$ cat src/rtl/acrx_pkg.sv
package acrx_pkg;
    localparam int unsigned TAG_BITS   = 16;
    localparam int unsigned SLOT_BITS  = 20;
    localparam int unsigned DATA_SLOTS = 12;
    localparam int unsigned DAC_BITS   = 18;
    localparam int unsigned DAC_CHANS  = 2;

    // Index of each captured slot's tag inside the 4-bit tag vector.
    typedef enum logic [1:0] {
        TAG_CMD_ADDR = 2'd0,
        TAG_CMD_DATA = 2'd1,
        TAG_DAC_L    = 2'd2,
        TAG_DAC_R    = 2'd3
    } cap_tag_e;
endpackage

$ cat src/rtl/acrx_framer.sv
module acrx_framer #(
    parameter int unsigned FRAME_BITS = 256,
    parameter int unsigned CNT_W      = 9
) (
    input  logic             bit_clk,
    input  logic             rst_n,
    input  logic             sync_i,
    output logic             frame_start_o,
    output logic             bit_en_o,
    output logic [CNT_W-1:0] bit_idx_o
);
    localparam logic [CNT_W-1:0] LAST_IDX = CNT_W'(FRAME_BITS - 1);

    typedef struct packed {
        logic             sync;
        logic             run;
        logic [CNT_W-1:0] cnt;
    } frm_t;

    frm_t st_d, st_q;

    always_comb begin
        st_d          = st_q;
        st_d.sync     = sync_i;
        frame_start_o = sync_i & ~st_q.sync;
        bit_en_o      = st_q.run & ~frame_start_o;
        bit_idx_o     = st_q.cnt;
        if (frame_start_o) begin
            st_d.run = 1'b1;
            st_d.cnt = '0;
        end else if (bit_en_o) begin
            if (st_q.cnt == LAST_IDX) begin
                st_d.run = 1'b0;
                st_d.cnt = '0;
            end else begin
                st_d.cnt = st_q.cnt + 1'b1;
            end
        end
    end

    always_ff @(negedge bit_clk or negedge rst_n) begin
        if (!rst_n) st_q <= '0;
        else        st_q <= st_d;
    end

    // the edge after a frame start samples frame bit 0
    assert_first_bit_R2: assert property (@(negedge bit_clk) disable iff (!rst_n)
        frame_start_o |=> (bit_en_o && bit_idx_o == '0));

    // the bit index stays inside one frame
    assert_idx_range_R3: assert property (@(negedge bit_clk) disable iff (!rst_n)
        bit_en_o |-> (bit_idx_o <= LAST_IDX));

    // after the last frame bit, no bit is taken without a new start
    assert_idle_after_frame_R12: assert property (@(negedge bit_clk) disable iff (!rst_n)
        (bit_en_o && bit_idx_o == LAST_IDX) |=> (!bit_en_o));
endmodule

$ cat src/rtl/acrx_slot_cap.sv
module acrx_slot_cap
    import acrx_pkg::*;
#(
    parameter int unsigned TAG_W  = 16,
    parameter int unsigned SLOT_W = 20,
    parameter int unsigned DAC_W  = 18,
    parameter int unsigned N_CH   = 2,
    parameter int unsigned CNT_W  = 9
) (
    input  logic                        bit_clk,
    input  logic                        rst_n,
    input  logic                        frame_start_i,
    input  logic                        bit_en_i,
    input  logic [CNT_W-1:0]            bit_idx_i,
    input  logic                        sdata_i,
    input  logic                        loop_i,
    output logic                        cmd_vld_o,
    output logic [SLOT_W-1:0]           cmd_addr_o,
    output logic [SLOT_W-1:0]           cmd_data_o,
    output logic [N_CH-1:0]             dac_vld_o,
    output logic [N_CH-1:0][DAC_W-1:0]  dac_o
);
    localparam int unsigned N_TAGS = 2 + N_CH;

    function automatic logic [CNT_W-1:0] slot_end(input int unsigned k);
        return CNT_W'(TAG_W + k * SLOT_W - 1);
    endfunction

    typedef struct packed {
        logic [SLOT_W-1:0]           shift;
        logic                        vf;
        logic [N_TAGS-1:0]           tag;
        logic [SLOT_W-1:0]           addr_hold;
        logic                        cmd_vld;
        logic [SLOT_W-1:0]           cmd_addr;
        logic [SLOT_W-1:0]           cmd_data;
        logic [N_CH-1:0]             dac_vld;
        logic [N_CH-1:0][DAC_W-1:0]  dac;
    } cap_t;

    cap_t st_d, st_q;
    logic [SLOT_W-1:0] word_d;

    always_comb begin
        st_d         = st_q;
        st_d.cmd_vld = 1'b0;
        st_d.dac_vld = '0;
        word_d       = {st_q.shift[SLOT_W-2:0], sdata_i};
        if (frame_start_i) begin
            st_d.vf  = 1'b0;
            st_d.tag = '0;
        end else if (bit_en_i) begin
            st_d.shift = word_d;
            if (bit_idx_i == '0) st_d.vf = sdata_i;
            for (int t = 0; t < N_TAGS; t++) begin
                if (bit_idx_i == CNT_W'(t + 1)) st_d.tag[t] = sdata_i;
            end
            if (bit_idx_i == slot_end(1)) st_d.addr_hold = word_d;
            if (bit_idx_i == slot_end(2) &&
                (loop_i || (st_q.vf && st_q.tag[TAG_CMD_ADDR] && st_q.tag[TAG_CMD_DATA]))) begin
                st_d.cmd_vld  = 1'b1;
                st_d.cmd_addr = st_q.addr_hold;
                st_d.cmd_data = word_d;
            end
            for (int ch = 0; ch < N_CH; ch++) begin
                if (bit_idx_i == slot_end(3 + ch) &&
                    (loop_i || (st_q.vf && st_q.tag[2 + ch]))) begin
                    st_d.dac_vld[ch] = 1'b1;
                    st_d.dac[ch]     = word_d[SLOT_W-1 -: DAC_W];
                end
            end
        end
    end

    always_ff @(negedge bit_clk or negedge rst_n) begin
        if (!rst_n) st_q <= '0;
        else        st_q <= st_d;
    end

    assign cmd_vld_o  = st_q.cmd_vld;
    assign cmd_addr_o = st_q.cmd_addr;
    assign cmd_data_o = st_q.cmd_data;
    assign dac_vld_o  = st_q.dac_vld;
    assign dac_o      = st_q.dac;

    // strobes are single-cycle pulses
    assert_cmd_pulse_R11: assert property (@(negedge bit_clk) disable iff (!rst_n)
        cmd_vld_o |=> !cmd_vld_o);

    // words hold between strobes
    assert_cmd_hold_R11: assert property (@(negedge bit_clk) disable iff (!rst_n)
        !cmd_vld_o |-> ($stable(cmd_addr_o) && $stable(cmd_data_o)));

    // slots end on distinct bits, so at most one strobe per edge
    assert_one_strobe_R7: assert property (@(negedge bit_clk) disable iff (!rst_n)
        $onehot0({cmd_vld_o, dac_vld_o}));

    // the command pair needs a valid frame unless loopback forced it
    assert_cmd_gate_R4: assert property (@(negedge bit_clk) disable iff (!rst_n)
        cmd_vld_o |-> ($past(loop_i) || st_q.vf));

    // each converter strobe needs its own tag unless loopback forced it
    for (genvar g = 0; g < N_CH; g++) begin : g_dac_chk
        assert_dac_gate_R5: assert property (@(negedge bit_clk) disable iff (!rst_n)
            dac_vld_o[g] |-> ($past(loop_i) || (st_q.vf && st_q.tag[2 + g])));
        assert_dac_hold_R11: assert property (@(negedge bit_clk) disable iff (!rst_n)
            !dac_vld_o[g] |-> $stable(dac_o[g]));
    end
endmodule

$ cat src/rtl/acrx_out_frame_rx.sv
module acrx_out_frame_rx
    import acrx_pkg::*;
#(
    parameter int unsigned TAG_W   = TAG_BITS,
    parameter int unsigned SLOT_W  = SLOT_BITS,
    parameter int unsigned N_SLOTS = DATA_SLOTS,
    parameter int unsigned DAC_W   = DAC_BITS
) (
    input  logic              bit_clk,
    input  logic              rst_n,
    input  logic              sync_i,
    input  logic              sdata_i,
    input  logic              loop_i,
    output logic              cmd_vld_o,
    output logic [SLOT_W-1:0] cmd_addr_o,
    output logic [SLOT_W-1:0] cmd_data_o,
    output logic              dac_l_vld_o,
    output logic [DAC_W-1:0]  dac_l_o,
    output logic              dac_r_vld_o,
    output logic [DAC_W-1:0]  dac_r_o
);
    localparam int unsigned FRAME_BITS = TAG_W + N_SLOTS * SLOT_W;
    localparam int unsigned CNT_W      = $clog2(FRAME_BITS + 1);

    logic                            frame_start;
    logic                            bit_en;
    logic [CNT_W-1:0]                bit_idx;
    logic [DAC_CHANS-1:0]            dac_vld;
    logic [DAC_CHANS-1:0][DAC_W-1:0] dac_word;

    acrx_framer #(
        .FRAME_BITS (FRAME_BITS),
        .CNT_W      (CNT_W)
    ) u_framer (
        .bit_clk       (bit_clk),
        .rst_n         (rst_n),
        .sync_i        (sync_i),
        .frame_start_o (frame_start),
        .bit_en_o      (bit_en),
        .bit_idx_o     (bit_idx)
    );

    acrx_slot_cap #(
        .TAG_W  (TAG_W),
        .SLOT_W (SLOT_W),
        .DAC_W  (DAC_W),
        .N_CH   (DAC_CHANS),
        .CNT_W  (CNT_W)
    ) u_cap (
        .bit_clk       (bit_clk),
        .rst_n         (rst_n),
        .frame_start_i (frame_start),
        .bit_en_i      (bit_en),
        .bit_idx_i     (bit_idx),
        .sdata_i       (sdata_i),
        .loop_i        (loop_i),
        .cmd_vld_o     (cmd_vld_o),
        .cmd_addr_o    (cmd_addr_o),
        .cmd_data_o    (cmd_data_o),
        .dac_vld_o     (dac_vld),
        .dac_o         (dac_word)
    );

    assign dac_l_vld_o = dac_vld[0];
    assign dac_l_o     = dac_word[0];
    assign dac_r_vld_o = dac_vld[1];
    assign dac_r_o     = dac_word[1];

    // a frame start cuts off a pending strobe on the same edge
    assert_restart_abort_R10: assert property (@(negedge bit_clk) disable iff (!rst_n)
        frame_start |=> !(cmd_vld_o || dac_l_vld_o || dac_r_vld_o));
endmodule

$ cat config.mk
export PLATFORM = sky130hd
export DESIGN_NAME = acrx_out_frame_rx
export DESIGN_NICKNAME = d
export VERILOG_FILES = /design/src/rtl/acrx_pkg.sv /design/src/rtl/acrx_framer.sv /design/src/rtl/acrx_slot_cap.sv /design/src/rtl/acrx_out_frame_rx.sv
export SDC_FILE = /design/constraint.sdc
export NUM_CORES = 1
export LEC_CHECK = 0
export ABC_AREA = 1
export BUFFER_PORTS_ARGS = -buffer_cell sky130_fd_sc_hd__buf_2
export CORE_ASPECT_RATIO = 0.8
export CORE_MARGIN = 1
export CORE_UTILIZATION = 58
export CTS_CLUSTER_DIAMETER = 50
export DETAILED_ROUTE_END_ITERATION = 12
export PLACE_DENSITY_LB_ADDON = 0.08
export SYNTH_ARGS = -nofsm -noshare
export SYNTH_HDL_FRONTEND = slang
export SYNTH_HIERARCHICAL = 1
export SYNTH_SLANG_ARGS = --single-unit
$ cat constraint.sdc
create_clock -name bit_clk -period 2.3 [get_ports bit_clk]
set_clock_uncertainty 0.15 [all_clocks]
set_input_delay 0.46 -clock bit_clk [delete_from_list [all_inputs] [get_ports bit_clk]]
set_output_delay 0.46 -clock bit_clk [all_outputs]
set_load 0.05 [all_outputs]
==> results of run 1 <==
[layout by cell type (no fill, tap or decap), types with 4 or more instances in the layout]
| cell type | synthesis | routed |
|---|---|---|
| nor2_1 | 15 | 14 |
| nand2_1 | 221 | 115 |
| buf_4 | 88 | 95 |
| nand4_1 | 44 | 44 |
| nor2_4 | 4 | 6 |
| o21ai_2 | 0 | 12 |
| o21ai_0 | 41 | 14 |
| inv_2 | 4 | 10 |
| dfrtn_1 | 134 | 134 |
| buf_16 | 0 | 10 |
| inv_1 | 47 | 38 |
| nand3_2 | 1 | 6 |
| nand2_2 | 4 | 80 |
| buf_12 | 0 | 14 |
| nand3_1 | 33 | 27 |
| nor2_2 | 5 | 4 |
| buf_6 | 4 | 90 |
| clkbuf_1 | 6 | 5 |
| bufinv_16 | 0 | 4 |
| buf_8 | 0 | 4 |
| nand2_8 | 0 | 6 |
| clkbuf_16 | 0 | 17 |
| o21ai_1 | 19 | 34 |
| nand2_4 | 1 | 28 |
[logic make-up after synthesis]
group,Yosys count,share of synthesized area (%)
buffers and inverters,169,16.3
and+or+nand+nor,335,24.4
muxes,1,0.160
AOI/OAI and AO/OA,64,5.15
adders and majority gates,1,0.201
DFF,134,53.8
[per-stage QoR]
| step | util [%] | power (mW) | instance area (µm²) | worst slack, ns | TNS, ns |
|---|---|---|---|---|---|
| finish | 88.7 | 6.51 | 9190 | -0.568 | -87.63 |
| global route | 88.7 | 6.68 | 9190 | -0.588 | -93.26 |
| CTS | 82.8 | 6.28 | 8580 | -0.494 | -82.38 |
| detailed placement | 62.1 | 3.40 | 6440 | -0.831 | -105.91 |
| global placement | 62.1 | 3.37 | 6440 | -0.804 | -101.72 |
| floorplan | - | 3.15 | 6570 | -0.632 | -66.77 |
[per-layer routing]
metal	wire [µm]	share of wire [%]	up-vias
met5	0	0	-
met4	1450	6.6	0
met3	2210	10	165
met2	10600	49	534
met1	7600	35	2883
li1	-	-	2439
[power by group]
group | leakage, nW | internal [mW] | switching [mW]
Sequential | 1.84 | 2.55 | 0.275
Clock | 0.288 | 1.81 | 1.04
Combinational | 2.50 | 0.267 | 0.568
[sequential cells by signal, summed over array words and instances (netlist names)]
register,cells
u_cap/cmd_data_o,20
u_cap/cmd_vld_o,1
u_cap/st_q,44
u_framer/st_q,2
u_cap/dac_o,36
u_cap/cmd_addr_o,20
u_framer/bit_idx_o,9
u_cap/dac_vld_o,2
[final cells by class]
type	count	area, µm²
Clock buffer	22	444
Clock inverter	9	151
Fill cell	402	1170
Inverter	51	211
Multi-Input combinational cell	404	2470
Sequential cell	134	3350
Tap cell	140	175
Timing Repair Buffer	216	2380
[path summary, 6_finish.rpt]
path | start | end | slack (ns) | depth (start not counted)
setup / recovery | sync_i | u_cap/cmd_addr_o[17]$_DFFE_NN0P_ | -0.57 | 13
hold / removal | u_cap/st_q[83]$_DFFE_NN0P_ | u_cap/st_q[83]$_DFFE_NN0P_ | 0.29 | 2
setup reg to reg | u_framer/bit_idx_o[2]$_DFFE_NN0P_ | u_cap/dac_o[28]$_DFFE_NN0P_ | 0 | 5
hold reg to reg | u_cap/st_q[83]$_DFFE_NN0P_ | u_cap/st_q[83]$_DFFE_NN0P_ | 0.29 | 2
max in group asynchronous | rst_n | u_cap/st_q[100]$_DFFE_NN0P_ | 0.73 | 2
min in group asynchronous | rst_n | u_cap/cmd_data_o[12]$_DFFE_NN0P_ | 0.95 | 2
[repair_timing]
item,CTS,global route
setup endpoints to repair,205,212
pin swaps,20,17
gates resized for setup,278,99
setup buffers,41,52
hold buffers,0,0
cloned,16,0
[critical path, stage by stage]
cell	delay (ns)
buf_12	0.11
inv_12	0.04
nor2_4	0.04
buf_6	0.12
nor2_4	0.16
nand2_2	0.10
inv_2	0.11
nand3_4	0.10
buf_6	0.16
buf_12	0.14
buf_16	0.15
nand2_4	0.06
nand2_2	0.06
==> qor.csv, run 1 <==
stage,metric,value,unit
outcome,outcome,"complete, but fails checks",
outcome,violations,negative setup slack,
timing,slew_viol_final,0,
clocking,ctsLongestPathBuffers,2,
timing,hold_slack,0.292,ns
job,cap_violations,0,
routing,num_vias,6021,
critical_path,cp_max_fo,5,
placed_design,io_buffers,83,
grt,antenna_found_initial,0,
timing,setup_slack,-0.568,ns
yosys,yosysUniqueCellTypes,28,
grt,use_met2,57.0,%
yosys,yosys_warnings,6,
cells_and_area,layout.cells.non_filler,976,
yosys,syn_inst,704,
clocking,cts_tree,yes,
pwr,p_per_area,708,nW/µm²
grt,use_met3,8.76,%
cells_and_area,antenna_cells,0,
yosys,synth_seq_cells,134,
yosys,synth_common_cells,"nand2_1, dfrtn_1, buf_4, inv_1, nand4_1",
placed_design,dp_cells,844,
routing,wirelength,21900,µm
critical_path,cp-start-kind,input port,
yosys,yosys.area.top_type_share,53.8,%
grt,grt_pass1_vias,5396,
critical_path,crit_required,1.24,ns
routing,first_pass_iters,6,
floorplanning,die_h,94.8,µm
yosys,syn_area,6240,µm²
critical_path,cp.arrival,1.81,ns
placed_design,gp_congestion,0.820,
critical_path,crit_type,input port to flip-flop,
floorplanning,io_pins,84,
timing,tightestPinTransition,0.906,ns
timing,finalHoldViolations,0,
timing,slew_headroom,39.5,%
yosys,synth_top_cell_by_area,dfrtn_1,
grt,track_usage,33.1,%
floorplanning,core_area,10400,µm²
yosys,ys_seq_area_share,53.8,%
yosys,synthFlopType,dfrtn_1,
routing,drtIter0Drc,908,
routing,viasPerCell,6.17,
grt,grt.busiest_layer,met2,
pwr,ir_worst_vdd,637,µV
timing,rsz0062_at_grt,true,
floorplanning,dieWidth,118,µm
floorplanning,placementRows,33,
clocking,numCtsBuffers,17,
critical_path,cp-end-kind,flip-flop,
cells_and_area,num-nets-final,830,
grt,overflow,0,
clocking,path_clk_slew,0.04,ns
clocking,cts_sinks,134,
yosys,synth.area.top_cells,"dfrtn_1, nand2_1, buf_4, nand4_1, o21ai_0",
grt,met1_usage,40.1,%
yosys,synth_edf_count,0,
cells_and_area,syn2layout_area_growth,47.4,%
clocking,clk_latency,0.40,ns
placed_design,dpl.hpwl,8920,µm
grt,grt_pass1_wl,27700,µm
routing,ant_nets,0,
timing,setup_viol,212,
pwr,p_leak,4.63,nW
yosys,synth_most_common_cell,nand2_1,
yosys,syn_area_per_cell,8.86,µm²
clocking,root_buffer,clkbuf_16,
routing,drc_errors,0,
routing,post_drt_wl_per_cell,22.4,µm
min_path,hp-class,flip-flop to flip-flop,
cells_and_area,drive_above_1_share,48.1,%
grt,grt_max_degree,52,
clocking,htreeDepth,4,
yosys,syn-num-nets,710,
floorplanning,die-area,11200,µm²
floorplanning,start_util,60.2,%
yosys,synthArstFlopShare,100,%
No activity file was read; power rests on OpenSTA's default activity.
==> run 2: changes to the inputs <==
--- a/config.mk
+++ b/config.mk
@@ -5,11 +5,11 @@
 export SDC_FILE = /design/constraint.sdc
 export NUM_CORES = 1
 export LEC_CHECK = 0
-export ABC_AREA = 1
+export ABC_AREA = 0
 export BUFFER_PORTS_ARGS = -buffer_cell sky130_fd_sc_hd__buf_2
 export CORE_ASPECT_RATIO = 0.8
 export CORE_MARGIN = 1
-export CORE_UTILIZATION = 58
+export CORE_UTILIZATION = 57
 export CTS_CLUSTER_DIAMETER = 50
 export DETAILED_ROUTE_END_ITERATION = 12
 export PLACE_DENSITY_LB_ADDON = 0.08
==> qor.csv, run 2 <==
stage,metric,value,unit
timing,final.setup.tns,-109.83,ns
grt,grt_pass1_wl,20600,µm
cells_and_area,antenna_cells,0,
pwr,p_per_area,798,nW/µm²
cells_and_area,num-nets-final,529,
floorplanning,die_h,93.6,µm
yosys,syn_area,5980,µm²
clocking,ctsLongestPathBuffers,2,
yosys,synthArstFlopShare,100,%
yosys,synth_simple_gate_area_share,6.41,%
timing,rsz0062_at_grt,true,
cells_and_area,layout_common_cells,"dfrtn_1, buf_6, buf_4, mux2_4, mux2_2",
timing,slew_headroom,42.4,%
critical_path,cp.arrival,1.94,ns
timing,setup_viol,202,
pwr,power,6.53,mW
clocking,clk_latency,0.39,ns
yosys,yosys.area_share.adder,0.209,%
routing,num_vias,3592,
yosys,yosysUniqueCellTypes,41,
routing,drtIter0Drc,159,
clocking,cts_tree,yes,
cells_and_area,drive_above_1_share,64.0,%
yosys,synth_top_cell_by_area,dfrtn_1,
yosys,syn_inst,427,
placed_design,dp_cells,589,
pwr,ir_worst_vdd,650,µV
yosys,syn-num-nets,433,
yosys,synth_edf_count,0,
routing,viasPerCell,5.31,
grt,grt_max_degree,27,
yosys,synth_common_cells,"dfrtn_1, mux2_2, buf_4, nand2_1, nand2b_1",
floorplanning,placementRows,33,
clocking,cts_sinks,134,
placed_design,dp_worst_setup_slack,-1.16,ns
cells_and_area,multiInputGateArea,2180,µm²
yosys,synth_most_common_cell,dfrtn_1,
floorplanning,start_util,58.4,%
placed_design,dpl.hpwl,7030,µm
cells_and_area,largest-register,u_cap/st_q,
critical_path,r2r-end,u_cap/cmd_addr_o[6]$_DFFE_NN0P_,
yosys,ys_seq_area_share,56.1,%
critical_path,crit_type,input port to flip-flop,
yosys,syn_area_per_cell,14.0,µm²
yosys,synth_top_family_by_area,multiplexers,
min_path,whs_endpoint,u_cap/cmd_addr_o[13]$_DFFE_NN0P_,
cells_and_area,largest_reg_flops,44,
cells_and_area,fin_util,79.9,%
yosys,synth_mux_area_share,22.6,%
routing,post_drt_wl_per_cell,20.4,µm
outcome,outcome,"complete, but fails checks",
grt,antenna_found_initial,0,
routing,ant_nets,0,
min_path,min_from,u_cap/st_q[92]$_DFFE_NN0P_,
floorplanning,io_pins,84,
yosys,synth_seq_cells,134,
floorplanning,die-area,10900,µm²
yosys,yosys.area.top_type_share,56.1,%
cells_and_area,final_common_cell,dfrtn_1,
cells_and_area,fillers,568,
yosys,synth_compound_gate_area_share,1.65,%
clocking,cts_hold_buffers,0,
timing,setup_slack,-0.708,ns
routing,drc_errors,0,
critical_path,rr_startpoint,u_framer/bit_idx_o[7]$_DFFE_NN0P_,
timing,slew_viol_final,0,
routing,first_pass_iters,4,
grt,overflow,0,
yosys,synthFlopType,dfrtn_1,
clocking,htreeDepth,4,
critical_path,crit_required,1.23,ns
critical_path,r2r_cells,5,
job,cap_violations,0,
placed_design,io_buffers,83,
yosys,synth.area.top_cells,"dfrtn_1, mux2_2, buf_4, buf_6, nand2b_1",
placed_design,gp_congestion,0.798,
cells_and_area,syn2layout_area_growth,36.8,%
outcome,violations,negative setup slack,
min_path,hp-class,flip-flop to flip-flop,
clocking,path_clk_slew,0.04,ns
timing,tightestPinTransition,0.856,ns
yosys,synth_xor_area_share,0.293,%
critical_path,regToRegSetupSlack,0.03,ns
timing,finalHoldViolations,0,
grt,track_usage,26.0,%
floorplanning,dieWidth,116,µm
min_path,hold_path_depth,1,
clocking,root_buffer,clkbuf_16,
critical_path,cp_max_fo,8,
clocking,numCtsBuffers,17,
critical_path,cp-end-kind,flip-flop,
yosys,yosys_warnings,6,
pwr,p_leak,4.19,nW
grt,grt_pass1_vias,3803,
cells_and_area,seqCellArea,3350,µm²
routing,wirelength,13800,µm
floorplanning,core_area,10200,µm²
critical_path,cp-start-kind,input port,
cells_and_area,layout.cells.non_filler,676,
-- run 2: cell count changes after synthesis, moves of 18 or more --
cell and delta:
nand3_1 -31, o21ai_0 -38, buf_2 -18, nand2_1 -212, inv_1 -44, nand4_1 -38, o21ai_1 -19, mux2_2 +112
-- run 2: layer usage --
| metal | up-vias | GRT usage, % | wire length [µm] |
|---|---|---|---|
| met5 | - | 0 | 0 |
| met4 | 0 | 9.62 | 261 |
| met3 | 21 | 5.25 | 428 |
| met2 | 84 | 44.6 | 7150 |
| met1 | 1879 | 32.5 | 5980 |
| li1 | 1608 | - | - |
-- run 2: worst max-delay path: stages --
cell and delay [ns]:
buf_8 0.10, nand2b_4 0.07, nand2_2 0.06, inv_2 0.07
nand4b_4 0.12, or4b_4 0.58, buf_12 0.18, mux2_4 0.29
-- run 2: kinds of logic after synthesis --
logic type | after synthesis
and+or+nand+nor | 54
muxes | 120
DFF | 134
buffers and inverters | 101
adders and majority gates | 1
AOI/OAI and AO/OA | 15
xor gates and xnor gates | 2
-- run 2: per-stage QoR --
| step | hold WS, ns | instance area (µm²) |
|---|---|---|
| global placement | 0.275 | 6210 |
| finish | 0.294 | 8180 |
| CTS | 0.295 | 7940 |
| detailed placement | 0.280 | 6210 |
| global route | 0.317 | 8180 |
| floorplan | 0.269 | 6310 |
-- run 2: what timing repair did --
item                       CTS  global route
pin swaps                    5             0
setup endpoints to repair  204           202
setup buffers               29            23
gates cloned                 6             2
resized for setup          243            21
-- run 2: how the worst max path moves through the flow --
stage           start                           to  slack (ns)  cells past startpoint
4_1_cts        sync_i  u_cap/dac_o[22]$_DFFE_NN0P_       -0.70                      8
2_1_floorplan  sync_i  u_cap/dac_o[27]$_DFFE_NN0P_       -1.02                      7
3_3_place_gp   sync_i  u_cap/dac_o[27]$_DFFE_NN0P_       -1.13                      8
3_5_place_dp   sync_i  u_cap/dac_o[27]$_DFFE_NN0P_       -1.16                      8
5_1_grt        sync_i  u_cap/dac_o[27]$_DFFE_NN0P_       -0.74                      8
6_report       sync_i  u_cap/dac_o[27]$_DFFE_NN0P_       -0.71                      8
-- run 2: report_power, final --
part           internal (mW)  switching [mW]  total, mW  leakage (nW)
Combinational          0.452           0.335      0.787          2.08
Clock                   1.74            1.06       2.80         0.289
Sequential              2.60           0.339       2.94          1.82
Total                   4.79            1.74       6.53          4.19
-- run 2: cell type report --
| cell class | count | area share [%] |
|---|---|---|
| flip-flops and latches | 134 | 41.0 |
| well taps | 140 | 2.14 |
| clock buffers | 18 | 5.37 |
| multi-input cells | 192 | 26.7 |
| repair buffers | 175 | 22.5 |
| inverters | 3 | 0.138 |
| clock inverters | 14 | 2.13 |
